$ cat config.mk
export PLATFORM = sky130hd
export DESIGN_NAME = accfe_top
export DESIGN_NICKNAME = d
export VERILOG_FILES = /design/src/rtl/accfe_pkg.sv /design/src/rtl/accfe_alu.sv /design/src/rtl/accfe_ctrl.sv /design/src/rtl/accfe_dpath.sv /design/src/rtl/accfe_top.sv
export SDC_FILE = /design/constraint.sdc
export NUM_CORES = 1
export LEC_CHECK = 0
export BUFFER_PORTS_ARGS = -buffer_cell sky130_fd_sc_hd__buf_4
export CORE_MARGIN = 10
export CORE_UTILIZATION = 60
export DETAILED_ROUTE_END_ITERATION = 12
export GPL_TIMING_DRIVEN = 0
export PLACE_DENSITY = 0.87
export REMOVE_ABC_BUFFERS = 1
export SLEW_MARGIN = 25
export SYNTH_ARGS = -nofsm -noshare
export SYNTH_HDL_FRONTEND = slang
export SYNTH_SLANG_ARGS = --single-unit
$ cat constraint.sdc
create_clock -name clk -period 4.9 [get_ports clk]
set_input_delay 0.245 -clock clk [delete_from_list [all_inputs] [get_ports clk]]
set_output_delay 0.245 -clock clk [all_outputs]
set_load 0.03 [all_outputs]
$ cat src/rtl/accfe_pkg.sv
`timescale 1ns/1ps
package accfe_pkg;

  localparam int OP_W = 4;

  // Opcode values of the top instruction bits
  localparam logic [OP_W-1:0] OP_HALT  = 4'h0;
  localparam logic [OP_W-1:0] OP_LOAD  = 4'h1;
  localparam logic [OP_W-1:0] OP_STORE = 4'h2;
  localparam logic [OP_W-1:0] OP_ADD   = 4'h3;
  localparam logic [OP_W-1:0] OP_SUB   = 4'h4;
  localparam logic [OP_W-1:0] OP_NEG   = 4'h5;
  localparam logic [OP_W-1:0] OP_INC   = 4'h6;
  localparam logic [OP_W-1:0] OP_DEC   = 4'h7;
  localparam logic [OP_W-1:0] OP_CLR   = 4'h8;

  typedef enum logic [2:0] {
    ALU_HOLD,
    ALU_PASS,
    ALU_ADD,
    ALU_SUB,
    ALU_NEG,
    ALU_INC,
    ALU_DEC,
    ALU_CLR
  } alu_op_e;

  typedef enum logic [3:0] {
    ST_F_ADDR,
    ST_F_WAIT,
    ST_F_LOAD,
    ST_F_IR,
    ST_DECODE,
    ST_O_WAIT,
    ST_O_LOAD,
    ST_EXEC,
    ST_S_MDR,
    ST_S_WRITE,
    ST_HALTED
  } seq_state_e;

  typedef struct packed {
    logic    marFromPc;
    logic    marFromIr;
    logic    pcInc;
    logic    mdrFromMem;
    logic    mdrFromAcc;
    logic    irFromMdr;
    logic    accWrite;
    logic    memWrite;
    alu_op_e aluOp;
  } ctl_strobe_t;

endpackage

$ cat src/rtl/accfe_alu.sv
`timescale 1ns/1ps
module accfe_alu
  import accfe_pkg::*;
#(
  parameter int DATA_W = 16
) (
  input  logic [DATA_W-1:0] accIn,
  input  logic [DATA_W-1:0] opnd,
  input  alu_op_e           op,
  output logic [DATA_W-1:0] result
);

  localparam logic [DATA_W-1:0] ONE = DATA_W'(1);

  always_comb begin
    unique case (op)
      ALU_PASS: result = opnd;
      ALU_ADD:  result = accIn + opnd;
      ALU_SUB:  result = accIn - opnd;
      ALU_NEG:  result = ~accIn + ONE;
      ALU_INC:  result = accIn + ONE;
      ALU_DEC:  result = accIn - ONE;
      ALU_CLR:  result = '0;
      default:  result = accIn;
    endcase
  end

endmodule

$ cat src/rtl/accfe_ctrl.sv
`timescale 1ns/1ps
module accfe_ctrl
  import accfe_pkg::*;
(
  input  logic            clk,
  input  logic            rst,
  input  logic [OP_W-1:0] irOp,
  output ctl_strobe_t     strb,
  output logic            retire,
  output logic            halted
);

  seq_state_e stateQ, stateD;

  function automatic alu_op_e decodeAlu(input logic [OP_W-1:0] op);
    case (op)
      OP_LOAD: return ALU_PASS;
      OP_ADD:  return ALU_ADD;
      OP_SUB:  return ALU_SUB;
      OP_NEG:  return ALU_NEG;
      OP_INC:  return ALU_INC;
      OP_DEC:  return ALU_DEC;
      OP_CLR:  return ALU_CLR;
      default: return ALU_HOLD;
    endcase
  endfunction

  function automatic logic needsOperand(input logic [OP_W-1:0] op);
    return (op == OP_LOAD) || (op == OP_ADD) || (op == OP_SUB);
  endfunction

  always_ff @(posedge clk) begin
    if (rst) stateQ <= ST_F_ADDR;
    else     stateQ <= stateD;
  end

  always_comb begin
    stateD = stateQ;
    strb   = '0;
    retire = 1'b0;
    unique case (stateQ)
      ST_F_ADDR: begin
        strb.marFromPc = 1'b1;
        strb.pcInc     = 1'b1;
        stateD         = ST_F_WAIT;
      end
      ST_F_WAIT: stateD = ST_F_LOAD;
      ST_F_LOAD: begin
        strb.mdrFromMem = 1'b1;
        stateD          = ST_F_IR;
      end
      ST_F_IR: begin
        strb.irFromMdr = 1'b1;
        stateD         = ST_DECODE;
      end
      ST_DECODE: begin
        if (irOp == OP_HALT) begin
          stateD = ST_HALTED;
        end else if (irOp == OP_STORE) begin
          strb.marFromIr = 1'b1;
          stateD         = ST_S_MDR;
        end else if (needsOperand(irOp)) begin
          strb.marFromIr = 1'b1;
          stateD         = ST_O_WAIT;
        end else begin
          stateD = ST_EXEC;
        end
      end
      ST_O_WAIT: stateD = ST_O_LOAD;
      ST_O_LOAD: begin
        strb.mdrFromMem = 1'b1;
        stateD          = ST_EXEC;
      end
      ST_EXEC: begin
        strb.aluOp    = decodeAlu(irOp);
        strb.accWrite = 1'b1;
        retire        = 1'b1;
        stateD        = ST_F_ADDR;
      end
      ST_S_MDR: begin
        strb.mdrFromAcc = 1'b1;
        stateD          = ST_S_WRITE;
      end
      ST_S_WRITE: begin
        strb.memWrite = 1'b1;
        retire        = 1'b1;
        stateD        = ST_F_ADDR;
      end
      ST_HALTED: stateD = ST_HALTED;
      default:   stateD = ST_F_ADDR;
    endcase
  end

  assign halted = (stateQ == ST_HALTED);

  AST_WE_SINGLE_CYCLE: assert property (@(posedge clk) disable iff (rst)
    strb.memWrite |=> !strb.memWrite);
  AST_HALT_STICKY: assert property (@(posedge clk) disable iff (rst)
    halted |=> halted);
  AST_HALT_NO_WRITE: assert property (@(posedge clk) disable iff (rst)
    halted |-> (!strb.memWrite && !retire));
  AST_FETCH_AFTER_RETIRE: assert property (@(posedge clk) disable iff (rst)
    retire |=> strb.marFromPc);

endmodule

$ cat src/rtl/accfe_dpath.sv
`timescale 1ns/1ps
module accfe_dpath
  import accfe_pkg::*;
#(
  parameter int DATA_W = 16,
  localparam int ADDR_W = DATA_W - OP_W
) (
  input  logic              clk,
  input  logic              rst,
  input  ctl_strobe_t       strb,
  input  logic [DATA_W-1:0] memRdata,
  output logic [ADDR_W-1:0] memAddr,
  output logic [DATA_W-1:0] memWdata,
  output logic              memWe,
  output logic [OP_W-1:0]   irOp,
  output logic [ADDR_W-1:0] pcQ,
  output logic [DATA_W-1:0] irQ,
  output logic [DATA_W-1:0] accQ
);

  logic [ADDR_W-1:0] marQ;
  logic [DATA_W-1:0] mdrQ;
  logic [DATA_W-1:0] aluY;

  accfe_alu #(.DATA_W(DATA_W)) alu_i (
    .accIn (accQ),
    .opnd  (mdrQ),
    .op    (strb.aluOp),
    .result(aluY)
  );

  always_ff @(posedge clk) begin
    if (rst) begin
      pcQ  <= '0;
      marQ <= '0;
      mdrQ <= '0;
      irQ  <= '0;
      accQ <= '0;
    end else begin
      if (strb.pcInc)           pcQ  <= pcQ + ADDR_W'(1);
      if (strb.marFromPc)       marQ <= pcQ;
      else if (strb.marFromIr)  marQ <= irQ[ADDR_W-1:0];
      if (strb.mdrFromMem)      mdrQ <= memRdata;
      else if (strb.mdrFromAcc) mdrQ <= accQ;
      if (strb.irFromMdr)       irQ  <= mdrQ;
      if (strb.accWrite)        accQ <= aluY;
    end
  end

  assign memAddr  = marQ;
  assign memWdata = mdrQ;
  assign memWe    = strb.memWrite;
  assign irOp     = irQ[DATA_W-1:ADDR_W];

  AST_PC_STEP_ONE: assert property (@(posedge clk) disable iff (rst)
    (!$past(rst) && (pcQ != $past(pcQ))) |-> (pcQ == $past(pcQ) + ADDR_W'(1)));
  AST_STORE_DATA_IS_ACC: assert property (@(posedge clk) disable iff (rst)
    memWe |-> (memWdata == accQ));
  AST_STORE_KEEPS_ACC: assert property (@(posedge clk) disable iff (rst)
    memWe |=> $stable(accQ));
  AST_STORE_ADDR_FROM_IR: assert property (@(posedge clk) disable iff (rst)
    memWe |-> (memAddr == irQ[ADDR_W-1:0]));

endmodule

$ cat src/rtl/accfe_top.sv
`timescale 1ns/1ps
module accfe_top
  import accfe_pkg::*;
#(
  parameter int DATA_W = 16,
  localparam int ADDR_W = DATA_W - OP_W
) (
  input  logic              clk,
  input  logic              rst,
  output logic [ADDR_W-1:0] memAddr,
  output logic [DATA_W-1:0] memWdata,
  output logic              memWe,
  input  logic [DATA_W-1:0] memRdata,
  output logic [ADDR_W-1:0] pcOut,
  output logic [DATA_W-1:0] irOut,
  output logic [DATA_W-1:0] accOut,
  output logic              retire,
  output logic              halted
);

  ctl_strobe_t     strb;
  logic [OP_W-1:0] irOp;

  accfe_ctrl ctrl_i (
    .clk   (clk),
    .rst   (rst),
    .irOp  (irOp),
    .strb  (strb),
    .retire(retire),
    .halted(halted)
  );

  accfe_dpath #(.DATA_W(DATA_W)) dpath_i (
    .clk     (clk),
    .rst     (rst),
    .strb    (strb),
    .memRdata(memRdata),
    .memAddr (memAddr),
    .memWdata(memWdata),
    .memWe   (memWe),
    .irOp    (irOp),
    .pcQ     (pcOut),
    .irQ     (irOut),
    .accQ    (accOut)
  );

endmodule

==> flow_summary.toml <==
[outcome]
outcome = "finished, final reports clean"

[clock_network]
htreeDepth = 3
clockBufferDepth = 2
clk_latency_ps = 370
hold_buffers = 0
cts_buffers = 9
cts_resized = 0
cts_root_buf = "clkbuf_8"
cts.sinks = 76
cts_tree = "done"
post_cts_buffers = 0
clkTransAtPathRegs_ps = 100

[synth]
yosysSeqAreaShare_pct = 30.1
syn-cell-area_um2 = 5060
ys_async_sr_fraction_pct = 0
ys_seq_elements = 76
yosys_warnings = 0
syn_avg_cell_area_um2 = 7.63
synth_edf_count = 0
synth_cells = 663
synth_ff_type = "dfxtp_1"
ys_types = 60

[timing]
setup_viol = 0
post-route-min-period_ps = 4450
tightestPinTransition_ps = 946
fmax_ghz = 0.225
rsz0062_at_grt = "false"
timing.setup.tns_ps = 0
hold_violations = 0
maxSlewViolCount = 0
hold_ws_ps = 173
fin_ws_ps = 447
maxSlewHeadroom_pct = 36.4
skew_ps = 21.6
fin_crit_sh_pct = 90.9

[global_routing]
grt_pass1_wl_um = 25600
grt_pass1_vias = 5066
grt_max_degree = 79
grt_overflow = 0
antenna_found_initial = 0
groute.usage.overall_pct = 23.8

[setup_path]
start_kind = "flop"
worstPathMaxFanout = 17
cp.arrival_ps = 4760
crit_type = "reg2reg"
worstPathRequired_ps = 5200
worst_setup_path_end_kind = "flop"

[job]
cap_viol_max_count = 0

[placement]
gp_congestion = 0.919
post-place-cells = 814
hpwlAfterDp_um = 11200
pre_cts_slack_ps = 476
port_buffers = 92
postPlaceCellArea_um2 = 5730

[power]
p_leak_nw = 2.41
ir_drop_mv = 0.249
p_per_area_nw_per_um2 = 398

[cells_and_area]
multi_input_area_um2 = 3310
drive_above_1_share_pct = 17.7
stdcell_count = 830
n_fill_cell = 645
seq_area_um2 = 1520
nets = 758
syn2layout_area_growth_pct = 18.2
final_cell_area_um2 = 5980
insertedDiodeCount = 0

[die]
die_w_um = 112
io_pins = 93
die_area_um2 = 12500
core_area_um2 = 8220
initial_utilization_pct = 61.6
fp.dieH_um = 112
rows = 33

[routing]
drt-initial-drc-count = 525
ant_nets = 0
drt_pass1_iterations = 5
wire_per_inst_um = 19.3
wl_um = 16000
drc = 0
vias = 5393
via_per_inst = 6.50

[min_path]
hold_path.class = "in2reg"
[placed cells by master, fill, tap and decap left out, types with 6 or more instances in the layout]
cell      instances
o21a_1            8
nor2_1           90
xnor2_1          11
mux2i_1          29
nor3_1           27
a211oi_1         40
or4_1             7
xor2_1           18
a21o_1            6
dfxtp_1          76
nor4_1            7
nand2b_1          8
nand2_1          68
clkbuf_8          9
buf_4            93
o22ai_1           7
or3_1            14
and3_1            6
a21oi_1          45
nand3_1          10
o21ai_0          24
ha_1             19
inv_1            13
[worst max-delay path: stages (launching register included)]
cell	delay, ps
dfxtp_1	700
nand4b_1	370
nor3_1	860
o21ai_0	200
o311a_1	190
ha_1	350
o21a_1	150
o31a_1	240
o22ai_1	140
o31ai_1	580
a221oi_1	200
or3_1	330
nand3_1	80
[cells by family after synthesis]
kind of cell	synth area share (%)
flip-flops	30.1
multiplexers	6.18
adder cells (fa/ha/maj)	5.09
AND/OR/NAND/NOR	25.5
XOR/XNOR	5.02
AO/OA/AOI/OAI	23.4
buffers and inverters	4.82
[report_power, final]
part | total (W) | switching [W] | leakage, nW | internal, W
sequential | 0.000776 | 0.000103 | 0.617 | 0.000672
combinational | 0.000991 | 0.000593 | 1.66 | 0.000397
clock | 0.000613 | 0.000270 | 0.124 | 0.000342
[final timing paths]
kind / startpoint / end / slack [ps] / cells after the start
worst max-delay path: ctrl_i.stateQ[1]$_SDFF_PP0_ / dpath_i.accQ[15]$_SDFFE_PP0P_ / 450 / 12
worst min-delay path: memRdata[7] / dpath_i.memWdata[7]$_SDFFE_PP0P_ / 170 / 3
worst min register to register: dpath_i.irQ[4]$_SDFFE_PP0P_ / dpath_i.irQ[4]$_SDFFE_PP0P_ / 480 / 2
worst max register to register: ctrl_i.stateQ[1]$_SDFF_PP0_ / dpath_i.accQ[15]$_SDFFE_PP0P_ / 450 / 12
[layer usage]
metal	vias to the layer above	global-route usage, %	routed length [um]
met4	0	7.88	368
met3	49	5.42	1520
met1	2512	29.8	6590
li1	2526	-	-
met5	-	0	0
met2	306	39.3	7540
[stage by stage]
stage	power, W	utilization [%]
2_1_floorplan	0.00146	-
3_5_place_dp	0.00174	69.8
3_3_place_gp	0.00170	69.2
4_1_cts	0.00235	72.8
6_report	0.00238	72.8
5_1_grt	0.00248	72.8
[Yosys cell counts, drive strengths merged (2+ instances only)]
library cell,number,share of area (%)
xnor2,11,1.9
nand2,68,5.0
a221o,3,0.59
xor2,18,3.1
or3,14,1.7
or4,9,1.5
dfxtp,76,30
nor2,91,6.7
a31oi,3,0.37
buf,6,0.59
o31ai,5,0.74
inv,13,0.96
nand3,10,0.99
a21o,6,0.89
or3b,3,0.52
nand4,5,0.62
a211oi,40,5.9
a21oi,45,4.5
mux2i,29,5.7
o21ai,26,2.6
a22oi,4,0.59
o32ai,2,0.35
ha,19,4.7
and3,6,0.74
nor4,8,0.99
nor3b,3,0.44
nor3,29,3.1
and2,3,0.37
o21a,8,1.2
o22ai,7,0.87
or2,2,0.25
mux2,2,0.44
clkbuf,44,3.3
nand2b,8,0.99
o211ai,3,0.44
a311oi,5,0.87
a221oi,6,1.2
nor2b,4,0.49
o21bai,4,0.59
[cell type report]
class,count,share of cell area (%)
Inverter,13,0.816
Sequential cell,76,25.4
Timing Repair Buffer,96,12.1
Clock buffer,9,2.07
Clock inverter,7,2.03
Multi-Input combinational cell,524,55.4
Tap cell,105,2.20
[sequential cells by signal (all words and copies together), names as in the netlist]
| register | cells |
|---|---|
| dpath_i.memAddr | 12 |
| dpath_i.pcQ | 12 |
| dpath_i.memWdata | 16 |
| dpath_i.accQ | 16 |
| dpath_i.irQ | 16 |
| ctrl_i.stateQ | 4 |
Power figures use the tool's default switching activity.
